`src/rtl/alu_pkg.sv`:
```
package alu_pkg;
  typedef enum logic [3:0] {
    OP_ADD = 4'd0,
    OP_ADC = 4'd1,
    OP_SUB = 4'd2,
    OP_SBB = 4'd3,
    OP_CMP = 4'd4,
    OP_INC = 4'd5,
    OP_DEC = 4'd6,
    OP_NEG = 4'd7,
    OP_NOT = 4'd8,
    OP_AND = 4'd9,
    OP_OR  = 4'd10,
    OP_XOR = 4'd11,
    OP_TST = 4'd12
  } alu_op_e;

  typedef enum logic [1:0] {
    LG_AND = 2'd0,
    LG_OR  = 2'd1,
    LG_XOR = 2'd2,
    LG_NOT = 2'd3
  } lg_sel_e;

  localparam int NFLAG = 6;
  localparam int F_C = 0;
  localparam int F_P = 1;
  localparam int F_A = 2;
  localparam int F_Z = 3;
  localparam int F_S = 4;
  localparam int F_O = 5;

  localparam logic [NFLAG-1:0] UPD_ALL   = 6'b111111;
  localparam logic [NFLAG-1:0] UPD_NOC   = 6'b111110;
  localparam logic [NFLAG-1:0] UPD_LOGIC = 6'b111011;
endpackage

```
`src/rtl/alu_addsub.sv`:
```
module alu_addsub #(
  parameter int DW = 16
) (
  input  logic          wide,
  input  logic          sub,
  input  logic [DW-1:0] a,
  input  logic [DW-1:0] b,
  input  logic          cin,
  output logic [DW-1:0] res,
  output logic          c_out,
  output logic          a_out,
  output logic          o_out
);
  localparam int HW = DW / 2;

  logic [DW:0] wsum;
  logic [HW:0] bsum;
  logic [4:0]  nib;
  logic        sa, sb, sr;

  always_comb begin
    if (sub) begin
      wsum = {1'b0, a} - {1'b0, b} - {{DW{1'b0}}, cin};
      bsum = {1'b0, a[HW-1:0]} - {1'b0, b[HW-1:0]} - {{HW{1'b0}}, cin};
      nib  = {1'b0, a[3:0]} - {1'b0, b[3:0]} - {4'b0, cin};
    end else begin
      wsum = {1'b0, a} + {1'b0, b} + {{DW{1'b0}}, cin};
      bsum = {1'b0, a[HW-1:0]} + {1'b0, b[HW-1:0]} + {{HW{1'b0}}, cin};
      nib  = {1'b0, a[3:0]} + {1'b0, b[3:0]} + {4'b0, cin};
    end
    sa = wide ? a[DW-1] : a[HW-1];
    sb = wide ? b[DW-1] : b[HW-1];
    sr = wide ? wsum[DW-1] : bsum[HW-1];
    res   = wide ? wsum[DW-1:0] : {{(DW-HW){1'b0}}, bsum[HW-1:0]};
    c_out = wide ? wsum[DW] : bsum[HW];
    a_out = nib[4];
    o_out = (sub ? (sa != sb) : (sa == sb)) && (sr != sa);
  end
endmodule

```
`src/rtl/alu_bitwise.sv`:
```
module alu_bitwise #(
  parameter int DW = 16
) (
  input  logic          wide,
  input  logic [1:0]    sel,
  input  logic [DW-1:0] a,
  input  logic [DW-1:0] b,
  output logic [DW-1:0] res
);
  import alu_pkg::*;
  localparam int HW = DW / 2;

  for (genvar i = 0; i < DW; i++) begin : g_bit
    logic v;
    always_comb begin
      unique case (lg_sel_e'(sel))
        LG_AND:  v = a[i] & b[i];
        LG_OR:   v = a[i] | b[i];
        LG_XOR:  v = a[i] ^ b[i];
        default: v = ~a[i];
      endcase
    end
    if (i < HW) begin : g_lo
      assign res[i] = v;
    end else begin : g_hi
      assign res[i] = v & wide;
    end
  end
endmodule

```
`src/rtl/alu_status.sv`:
```
module alu_status #(
  parameter int DW = 16,
  parameter int PB = 8
) (
  input  logic          wide,
  input  logic [DW-1:0] r,
  output logic          s,
  output logic          z,
  output logic          p
);
  localparam int HW = DW / 2;

  assign s = wide ? r[DW-1] : r[HW-1];
  assign z = wide ? (r == '0) : (r[HW-1:0] == '0);
  assign p = ~^r[PB-1:0];
endmodule

```
`src/rtl/alu_core.sv`:
```
module alu_core #(
  parameter int DW = 16
) (
  input  logic          clk,
  input  logic          rst,
  input  logic          in_valid,
  input  logic [3:0]    op_i,
  input  logic          wide_i,
  input  logic [DW-1:0] dst_i,
  input  logic [DW-1:0] src_i,
  input  logic          cf_i,
  output logic          out_valid,
  output logic [DW-1:0] res_o,
  output logic          wr_en_o,
  output logic [5:0]    flags_o,
  output logic [5:0]    upd_o
);
  import alu_pkg::*;

  logic          as_sub, as_cin, is_arith, is_logic, wr_d;
  logic [DW-1:0] as_a, as_b, as_res, lg_res, res_d;
  logic          as_c, as_af, as_o;
  logic [1:0]    lg_sel;
  logic [NFLAG-1:0] upd_d, fl_d;
  logic          st_s, st_z, st_p;

  always_comb begin
    as_sub   = 1'b0;
    as_cin   = 1'b0;
    as_a     = dst_i;
    as_b     = src_i;
    is_arith = 1'b0;
    is_logic = 1'b0;
    lg_sel   = LG_AND;
    wr_d     = 1'b0;
    upd_d    = '0;
    case (op_i)
      OP_ADD: begin is_arith = 1'b1; wr_d = 1'b1; upd_d = UPD_ALL; end
      OP_ADC: begin is_arith = 1'b1; as_cin = cf_i; wr_d = 1'b1; upd_d = UPD_ALL; end
      OP_SUB: begin is_arith = 1'b1; as_sub = 1'b1; wr_d = 1'b1; upd_d = UPD_ALL; end
      OP_SBB: begin
        is_arith = 1'b1; as_sub = 1'b1; as_cin = cf_i; wr_d = 1'b1; upd_d = UPD_ALL;
      end
      OP_CMP: begin is_arith = 1'b1; as_sub = 1'b1; upd_d = UPD_ALL; end
      OP_INC: begin
        is_arith = 1'b1; as_b = {{(DW-1){1'b0}}, 1'b1}; wr_d = 1'b1; upd_d = UPD_NOC;
      end
      OP_DEC: begin
        is_arith = 1'b1; as_sub = 1'b1; as_b = {{(DW-1){1'b0}}, 1'b1};
        wr_d = 1'b1; upd_d = UPD_NOC;
      end
      OP_NEG: begin
        is_arith = 1'b1; as_sub = 1'b1; as_a = '0; as_b = dst_i;
        wr_d = 1'b1; upd_d = UPD_ALL;
      end
      OP_NOT: begin is_logic = 1'b1; lg_sel = LG_NOT; wr_d = 1'b1; end
      OP_AND: begin is_logic = 1'b1; lg_sel = LG_AND; wr_d = 1'b1; upd_d = UPD_LOGIC; end
      OP_OR:  begin is_logic = 1'b1; lg_sel = LG_OR;  wr_d = 1'b1; upd_d = UPD_LOGIC; end
      OP_XOR: begin is_logic = 1'b1; lg_sel = LG_XOR; wr_d = 1'b1; upd_d = UPD_LOGIC; end
      OP_TST: begin is_logic = 1'b1; lg_sel = LG_AND; upd_d = UPD_LOGIC; end
      default: ;
    endcase
  end

  alu_addsub #(.DW(DW)) u_addsub (
    .wide (wide_i),
    .sub  (as_sub),
    .a    (as_a),
    .b    (as_b),
    .cin  (as_cin),
    .res  (as_res),
    .c_out(as_c),
    .a_out(as_af),
    .o_out(as_o)
  );

  alu_bitwise #(.DW(DW)) u_bitwise (
    .wide(wide_i),
    .sel (lg_sel),
    .a   (dst_i),
    .b   (src_i),
    .res (lg_res)
  );

  assign res_d = is_arith ? as_res : (is_logic ? lg_res : '0);

  alu_status #(.DW(DW), .PB(8)) u_status (
    .wide(wide_i),
    .r   (res_d),
    .s   (st_s),
    .z   (st_z),
    .p   (st_p)
  );

  always_comb begin
    fl_d      = '0;
    fl_d[F_C] = is_arith & as_c;
    fl_d[F_A] = is_arith & as_af;
    fl_d[F_O] = is_arith & as_o;
    fl_d[F_S] = st_s;
    fl_d[F_Z] = st_z;
    fl_d[F_P] = st_p;
    fl_d      = fl_d & upd_d;
  end

  always_ff @(posedge clk) begin
    if (rst) begin
      out_valid <= 1'b0;
      res_o     <= '0;
      wr_en_o   <= 1'b0;
      flags_o   <= '0;
      upd_o     <= '0;
    end else begin
      out_valid <= in_valid;
      if (in_valid) begin
        res_o   <= res_d;
        wr_en_o <= wr_d;
        flags_o <= fl_d;
        upd_o   <= upd_d;
      end else begin
        wr_en_o <= 1'b0;
        flags_o <= '0;
        upd_o   <= '0;
      end
    end
  end
endmodule

```
`config.mk`:
```
export PLATFORM = sky130hd
export DESIGN_NAME = alu_core
export DESIGN_NICKNAME = d
export VERILOG_FILES = /design/src/rtl/alu_pkg.sv /design/src/rtl/alu_addsub.sv /design/src/rtl/alu_bitwise.sv /design/src/rtl/alu_status.sv /design/src/rtl/alu_core.sv
export SDC_FILE = /design/constraint.sdc
export NUM_CORES = 1
export LEC_CHECK = 0
export BUFFER_PORTS_ARGS = -buffer_cell sky130_fd_sc_hd__buf_4
export CAP_MARGIN = 20
export CELL_PAD_IN_SITES_DETAIL_PLACEMENT = 0
export CELL_PAD_IN_SITES_GLOBAL_PLACEMENT = 1
export CORE_MARGIN = 4
export CORE_UTILIZATION = 43
export CTS_CLUSTER_DIAMETER = 100
export CTS_CLUSTER_SIZE = 24
export DETAILED_ROUTE_END_ITERATION = 7
export MAX_ROUTING_LAYER = met4
export PLACE_DENSITY = 0.92
export SLEW_MARGIN = 20
export SYNTH_ARGS = -nofsm -noshare
export SYNTH_HDL_FRONTEND = slang
export SYNTH_HIERARCHICAL = 1
export SYNTH_SLANG_ARGS = --single-unit
export TNS_END_PERCENT = 50
```
`constraint.sdc`:
```
create_clock -name clk -period 5.4 [get_ports clk]
set_input_delay 0.27 -clock clk [delete_from_list [all_inputs] [get_ports clk]]
set_output_delay 0.27 -clock clk [all_outputs]
set_load 0.01 [all_outputs]
```
==> results of run 1 <==
==> stage by stage <==
step,hold slack (ns),cells,util [%]
final,0.2856,848,49.72
after floorplan,0.4190,674,-
after detailed placement,0.4843,843,48.72
after global routing,0.2999,848,49.72
after CTS,0.2750,847,49.47
after global placement,0.4844,843,48.72
==> registers in the layout (all words and copies together), names as in the netlist <==
| register | flops |
|---|---|
| res_o | 16 |
| flags_o | 6 |
| upd_o | 3 |
| out_valid | 1 |
| wr_en_o | 1 |
==> layer usage <==
layer  vias up  part of all wire [%]  wire length [µm]
li1       2336                     -                 -
met4         0                   1.3               167
met2       102                    51              6658
met3        10                   4.4               582
met5         -                     0                 0
met1      2171                    44              5765
==> critical path, cell delays in order <==
cell	delay (ns)
buf_4	0.22
or3b_1	0.69
a2bb2oi_1	0.36
inv_1	0.10
fa_1	0.44
fa_1	0.41
nand2b_1	0.16
a21o_1	0.23
a21oi_1	0.28
o21ai_0	0.18
a21oi_1	0.20
o21ai_0	0.12
mux2_2	0.23
o211ai_1	0.10
nand2b_1	0.11
nand2_1	0.07
nor4_2	0.15
nand2_1	0.11
a21oi_2	0.14
nand2_1	0.06
nor2_1	0.07
==> cell type report <==
cell class	instances	area (µm²)
Fill cell	1112	5547
Multi-Input combinational cell	503	3731
Tap cell	140	175.2
Inverter	99	371.6
Clock inverter	1	7.507
Sequential cell	27	540.5
Timing Repair Buffer	75	583.1
Clock buffer	3	75.07
==> final timing paths <==
check	start	to	slack, ns	cells after the start
worst max-delay path	op_i[3]	flags_o[3]	0.88	21
worst min-delay path	op_i[2]	upd_o[0]	0.29	2
worst max register to register	res_o[8]	res_o[8]	4.63	2
worst min register to register	res_o[9]	res_o[9]	0.49	2
==> kinds of logic (layout without fill, tap and decap cells) <==
group | after synthesis | after routing | synth area share (%)
flops | 27 | 27 | 11.00
fa+ha+maj | 85 | 85 | 22.26
mux | 15 | 15 | 3.872
buf+inv | 144 | 178 | 13.24
xor+xnor | 29 | 29 | 5.171
compound gates | 150 | 150 | 21.34
simple gates | 224 | 224 | 23.10
==> power by group <==
| group | internal, mW | total [mW] | switching [mW] |
|---|---|---|---|
| Clock | 0.101 | 0.178 | 0.0772 |
| Combinational | 0.280 | 0.637 | 0.357 |
| Sequential | 0.215 | 0.223 | 0.00800 |
| Total | 0.595 | 1.04 | 0.442 |
==> synth_stat cells (16+ instances only) <==
cell type  number  area share, %
nor2_1         52            4.0
a21oi_1        21            2.1
and2_1         22            2.8
o21ai_0        44            4.5
inv_1          99            7.6
a311oi_1       16            2.9
ha_1           81             21
xnor2_1        20            3.6
dfxtp_1        27             11
nand3_1        22            2.2
nand2_1        62            4.7
nand2b_1       27            3.4
==> placed cells by master (no fill, tap or decap), types with 4 or more instances in the layout <==
| cell type | n |
|---|---|
| a21oi_1 | 21 |
| fa_1 | 4 |
| nand2_1 | 62 |
| o21ai_0 | 44 |
| a21o_1 | 6 |
| ha_1 | 81 |
| nor3_1 | 8 |
| dfxtp_1 | 27 |
| a311oi_1 | 16 |
| o22ai_1 | 9 |
| nor2_1 | 50 |
| o211ai_1 | 6 |
| buf_4 | 74 |
| nand2b_1 | 27 |
| xor2_1 | 9 |
| and2_1 | 22 |
| xnor2_1 | 20 |
| inv_1 | 99 |
| a22o_1 | 15 |
| or3_1 | 4 |
| nor2b_1 | 6 |
| nand3_1 | 22 |
| mux2i_1 | 10 |
==> flow_metrics.tcl, run 1 <==
set metrics [dict create \
    status "completed" \
    maxCapViolCount 0 \
    place_congestion 0.9482 \
    period_minus_slack_ns 4.518 \
    leakage_nw 2.724 \
    synth_cells 674 \
    grt_pass1_vias 4531 \
    clock_skew_ns 0 \
    grt_max_degree 53 \
    setup_ws_ns 0.8815 \
    syn_to_final_growth_pct 11.64 \
    final.setup.tns_ns 0 \
    syn_area_um2 4912 \
    cp_max_fo 39 \
    fp.coreArea_um2 11030 \
    cts_inserted_buffers 3 \
    yosys_warnings 6 \
    hold_viol_final 0 \
    antenna_found_initial 0 \
    cp-start-kind "input port" \
    drtAntennaViolNets 0 \
    dieWidth_um 114.9 \
    critPathKind "in -> reg" \
    clock_path_buffers 2 \
    setup_viol 0 \
    ios 71 \
    cts_root_buf "clkbuf_16" \
    row_count 38 \
    cts_tree "built" \
    ys_seq_area_share_pct 11.00 \
    drive_above_1_share_pct 14.27 \
    dieArea_um2 13200 \
    finalPower_mw 1.037 \
    final_cell_area_um2 5484 \
    min_period_over_period_pct 83.68 \
    busiest_layer "met2" \
    wl_per_cell_um 15.53 \
    clock-sinks 27 \
    async_reset_ff_share_pct 0 \
    vias_per_cell 5.447 \
    grtUsageTotal_pct 20.30 \
    antenna_cells 0 \
    start_util_pct 44.53 \
    grt_use_met1_pct 24.32 \
    clkTransAtPathRegs_ns 0.07 \
    ys_types 67 \
    dpl.hpwl_mm 10.69 \
    dpl_cell_area_um2 5374 \
    max-slew-margin-rel_pct 57.22 \
    ys.flop_type "dfxtp_1" \
    nNetsFinal 835 \
    grt_overflow 0 \
    grt_pass1_wl_mm 21.35 \
    pre_cts_slack_ns 0.6452 \
    ir_drop_mv 0.1292 \
    cp_data_required_time_ns 5.61 \
    synth_edf_count 0 \
    hold_path.class "in -> reg" \
    cts_hold_buf 0 \
    syn_nets 800 \
    post-route-drc-count 0 \
    met2_usage_pct 36.84 \
    ys_ff_latch 27 \
    wl_mm 13.17 \
    avgSynthCellArea_um2 7.288 \
    timing.fmax_mhz 221.3 \
    worst_pin_slew_ns 0.6417 \
    grtUsageMet3_pct 1.842 \
    fp.dieH_um 114.9 \
    first_iter_violations 235 \
    clk_latency_ns 0.26 \
    cts_setup_buffers 0 \
    drv_slew 0 \
    cts.htree.levels 1 \
    worstPathArrival_ns 4.73 \
    rsz0062_at_grt "no" \
    io_buffers 70 \
    drt-pass1-iter-count 4 \
    cp-end-kind "register" \
    cts_resized 0 \
    num_vias 4619 \
    p_per_area_nw_per_um2 189.2 \
]
Note: power is estimated with default switching activity, not from simulation.
==> run 2, diff against run 1 <==
- clock period: 5.4 -> 4.22 ns (I/O delays scaled with it)
==> run 2 against run 1 <==
Effect of this change: clock skew unchanged; setup slack worse by 0.61 ns; critical path depth is 1 lower; combinational power is 33% higher.
==> flow_metrics.tcl, run 2 (same netlist as run 1, synthesis figures left out) <==
set metrics [dict create \
    cts_setup_buffers 0 \
    drt-pass1-iter-count 4 \
    maxCapViolCount 0 \
    wl_per_cell_um 15.54 \
    drv_slew 0 \
    critPathKind "in -> reg" \
    post-route-drc-count 0 \
    grt_max_degree 36 \
    dieArea_um2 13200 \
    min_period_over_period_pct 93.50 \
    dpl_cell_area_um2 5502 \
    layout_common_cells "inv_1, buf_4, ha_1" \
    grt_overflow 0 \
    dpl.hpwl_mm 10.93 \
    slowest_delay_ns 0.45 \
    p_seq_share_pct 20.7 \
    ios 71 \
    clkTransAtPathRegs_ns 0.08 \
    cp-end-kind "register" \
    vias_per_cell 5.381 \
    ir_drop_mv 0.1575 \
    timing.fmax_mhz 253.4 \
    net-switching-power_mw 0.5854 \
    cts_hold_buf 0 \
    reg.largest.list "res_o (16), flags_o (6), upd_o (3)" \
    row_count 38 \
    fp.dieH_um 114.9 \
    final.setup.tns_ns 0 \
    worstPathArrival_ns 4.16 \
    final_core_util_pct 50.65 \
    hold_path.class "in -> reg" \
    p_clk_share_pct 17.3 \
    start_util_pct 44.53 \
    status "completed" \
    power.internal_mw 0.7857 \
    cp_data_required_time_ns 4.43 \
    wl_mm 13.43 \
    p_per_area_nw_per_um2 245.4 \
    hold_viol_final 0 \
    syn_to_final_growth_pct 13.73 \
    first_iter_violations 243 \
    regMostFlops "res_o" \
    antenna_found_initial 0 \
    final_common_cell "inv_1" \
    cts_resized 0 \
    max-slew-margin-rel_pct 54.75 \
    whs_ns 0.2504 \
    cts_tree "built" \
    antenna_cells 0 \
    io_buffers 70 \
    cts_inserted_buffers 3 \
    cp-start-kind "input port" \
    power_frac_comb_pct 62.0 \
    clock-sinks 27 \
    drive_above_1_share_pct 16.44 \
    setup_viol 0 \
    grtUsageTotal_pct 20.99 \
    leakage_nw 2.797 \
    clock_path_buffers 2 \
    grt_pass1_wl_mm 21.98 \
    p_sw_share_pct 42.69 \
    worst_pin_slew_ns 0.6763 \
    drtAntennaViolNets 0 \
    nNetsFinal 851 \
    largest_reg_flops 16 \
    clock_skew_ns 0 \
    clk_latency_ns 0.27 \
    num_vias 4649 \
    dieWidth_um 114.9 \
    critical_path.slowest_cell "fa_1" \
    cts.htree.levels 1 \
    place_congestion 0.9219 \
    final_cell_area_um2 5587 \
    fp.coreArea_um2 11030 \
    cp_cell_sequence "buf_4 -> or3b_1 -> a2bb2oi_1 -> inv_1 -> fa_1 -> ha_1 -> o21ai_0 -> a211oi_2 -> a21o_1 -> a21oi_1 -> xor2_1 -> a21oi_1 -> nand2b_1 -> nand2_1 -> inv_1 -> ha_1 -> xnor2_1 -> xnor2_1 -> nand2_1 -> nor2_1" \
    period_minus_slack_ns 3.946 \
    cp_max_fo 5 \
    finalPower_mw 1.371 \
    cts_root_buf "clkbuf_16" \
    grt_pass1_vias 4659 \
]
==> run 2: changes by cell type in the layout (fill, tap and decap cells not counted), sizes merged <==
cell      before  now
clkinvlp       1    0
clkinv         0    1
buf           75   91
==> run 2: layout make-up <==
| class | instances | area, µm² |
|---|---|---|
| clock buffers | 3 | 75.07 |
| clock inverters | 1 | 5.005 |
| fillers | 1092 | 5444 |
| inverters | 99 | 371.6 |
| multi-input cells | 503 | 3736 |
| flip-flops and latches | 27 | 540.5 |
| well taps | 140 | 175.2 |
| repair buffers | 91 | 683.2 |
==> run 2: worst paths after layout <==
path / from / endpoint / slack, ns / cells past startpoint
max: op_i[3] / flags_o[1] / 0.27 / 20
min: rst / res_o[5] / 0.25 / 2
max reg2reg: res_o[9] / res_o[9] / 3.44 / 2
min reg2reg: res_o[12] / res_o[12] / 0.49 / 2
==> run 2: critical path: cells and delay by family <==
kind	cells	cell delay, ns
buffers and inverters	3	0.30
AND/OR/NAND/NOR	5	0.77
adder cells (fa/ha/maj)	3	1.02
XOR/XNOR	3	0.46
AO/OA/AOI/OAI	6	1.38
==> run 2: metrics by stage <==
step / std cells / setup WS (ns)
final: 864 / 0.2742
after global routing: 864 / -0.01334
after CTS: 864 / 0.1982
after detailed placement: 860 / -0.06218
after global placement: 860 / 0.1071
after floorplan: 674 / 0.1338
==> run 2: power groups by stage <==
stage	Sequential, mW	Combinational, mW	Clock (mW)
floorplan	0.299	0.603	0
global placement	0.290	0.819	0
detailed placement	0.290	0.838	0
CTS	0.285	0.843	0.243
global route	0.286	0.945	0.254
finish	0.284	0.850	0.237
==> run 2: per-layer routing <==
layer	GRT usage (%)	wire length [µm]	part of all wire (%)
met5	-	0	0
met2	35.42	6330	47
met3	2.263	547	4.1
met1	25.38	5995	45
met4	8.764	554	4.1
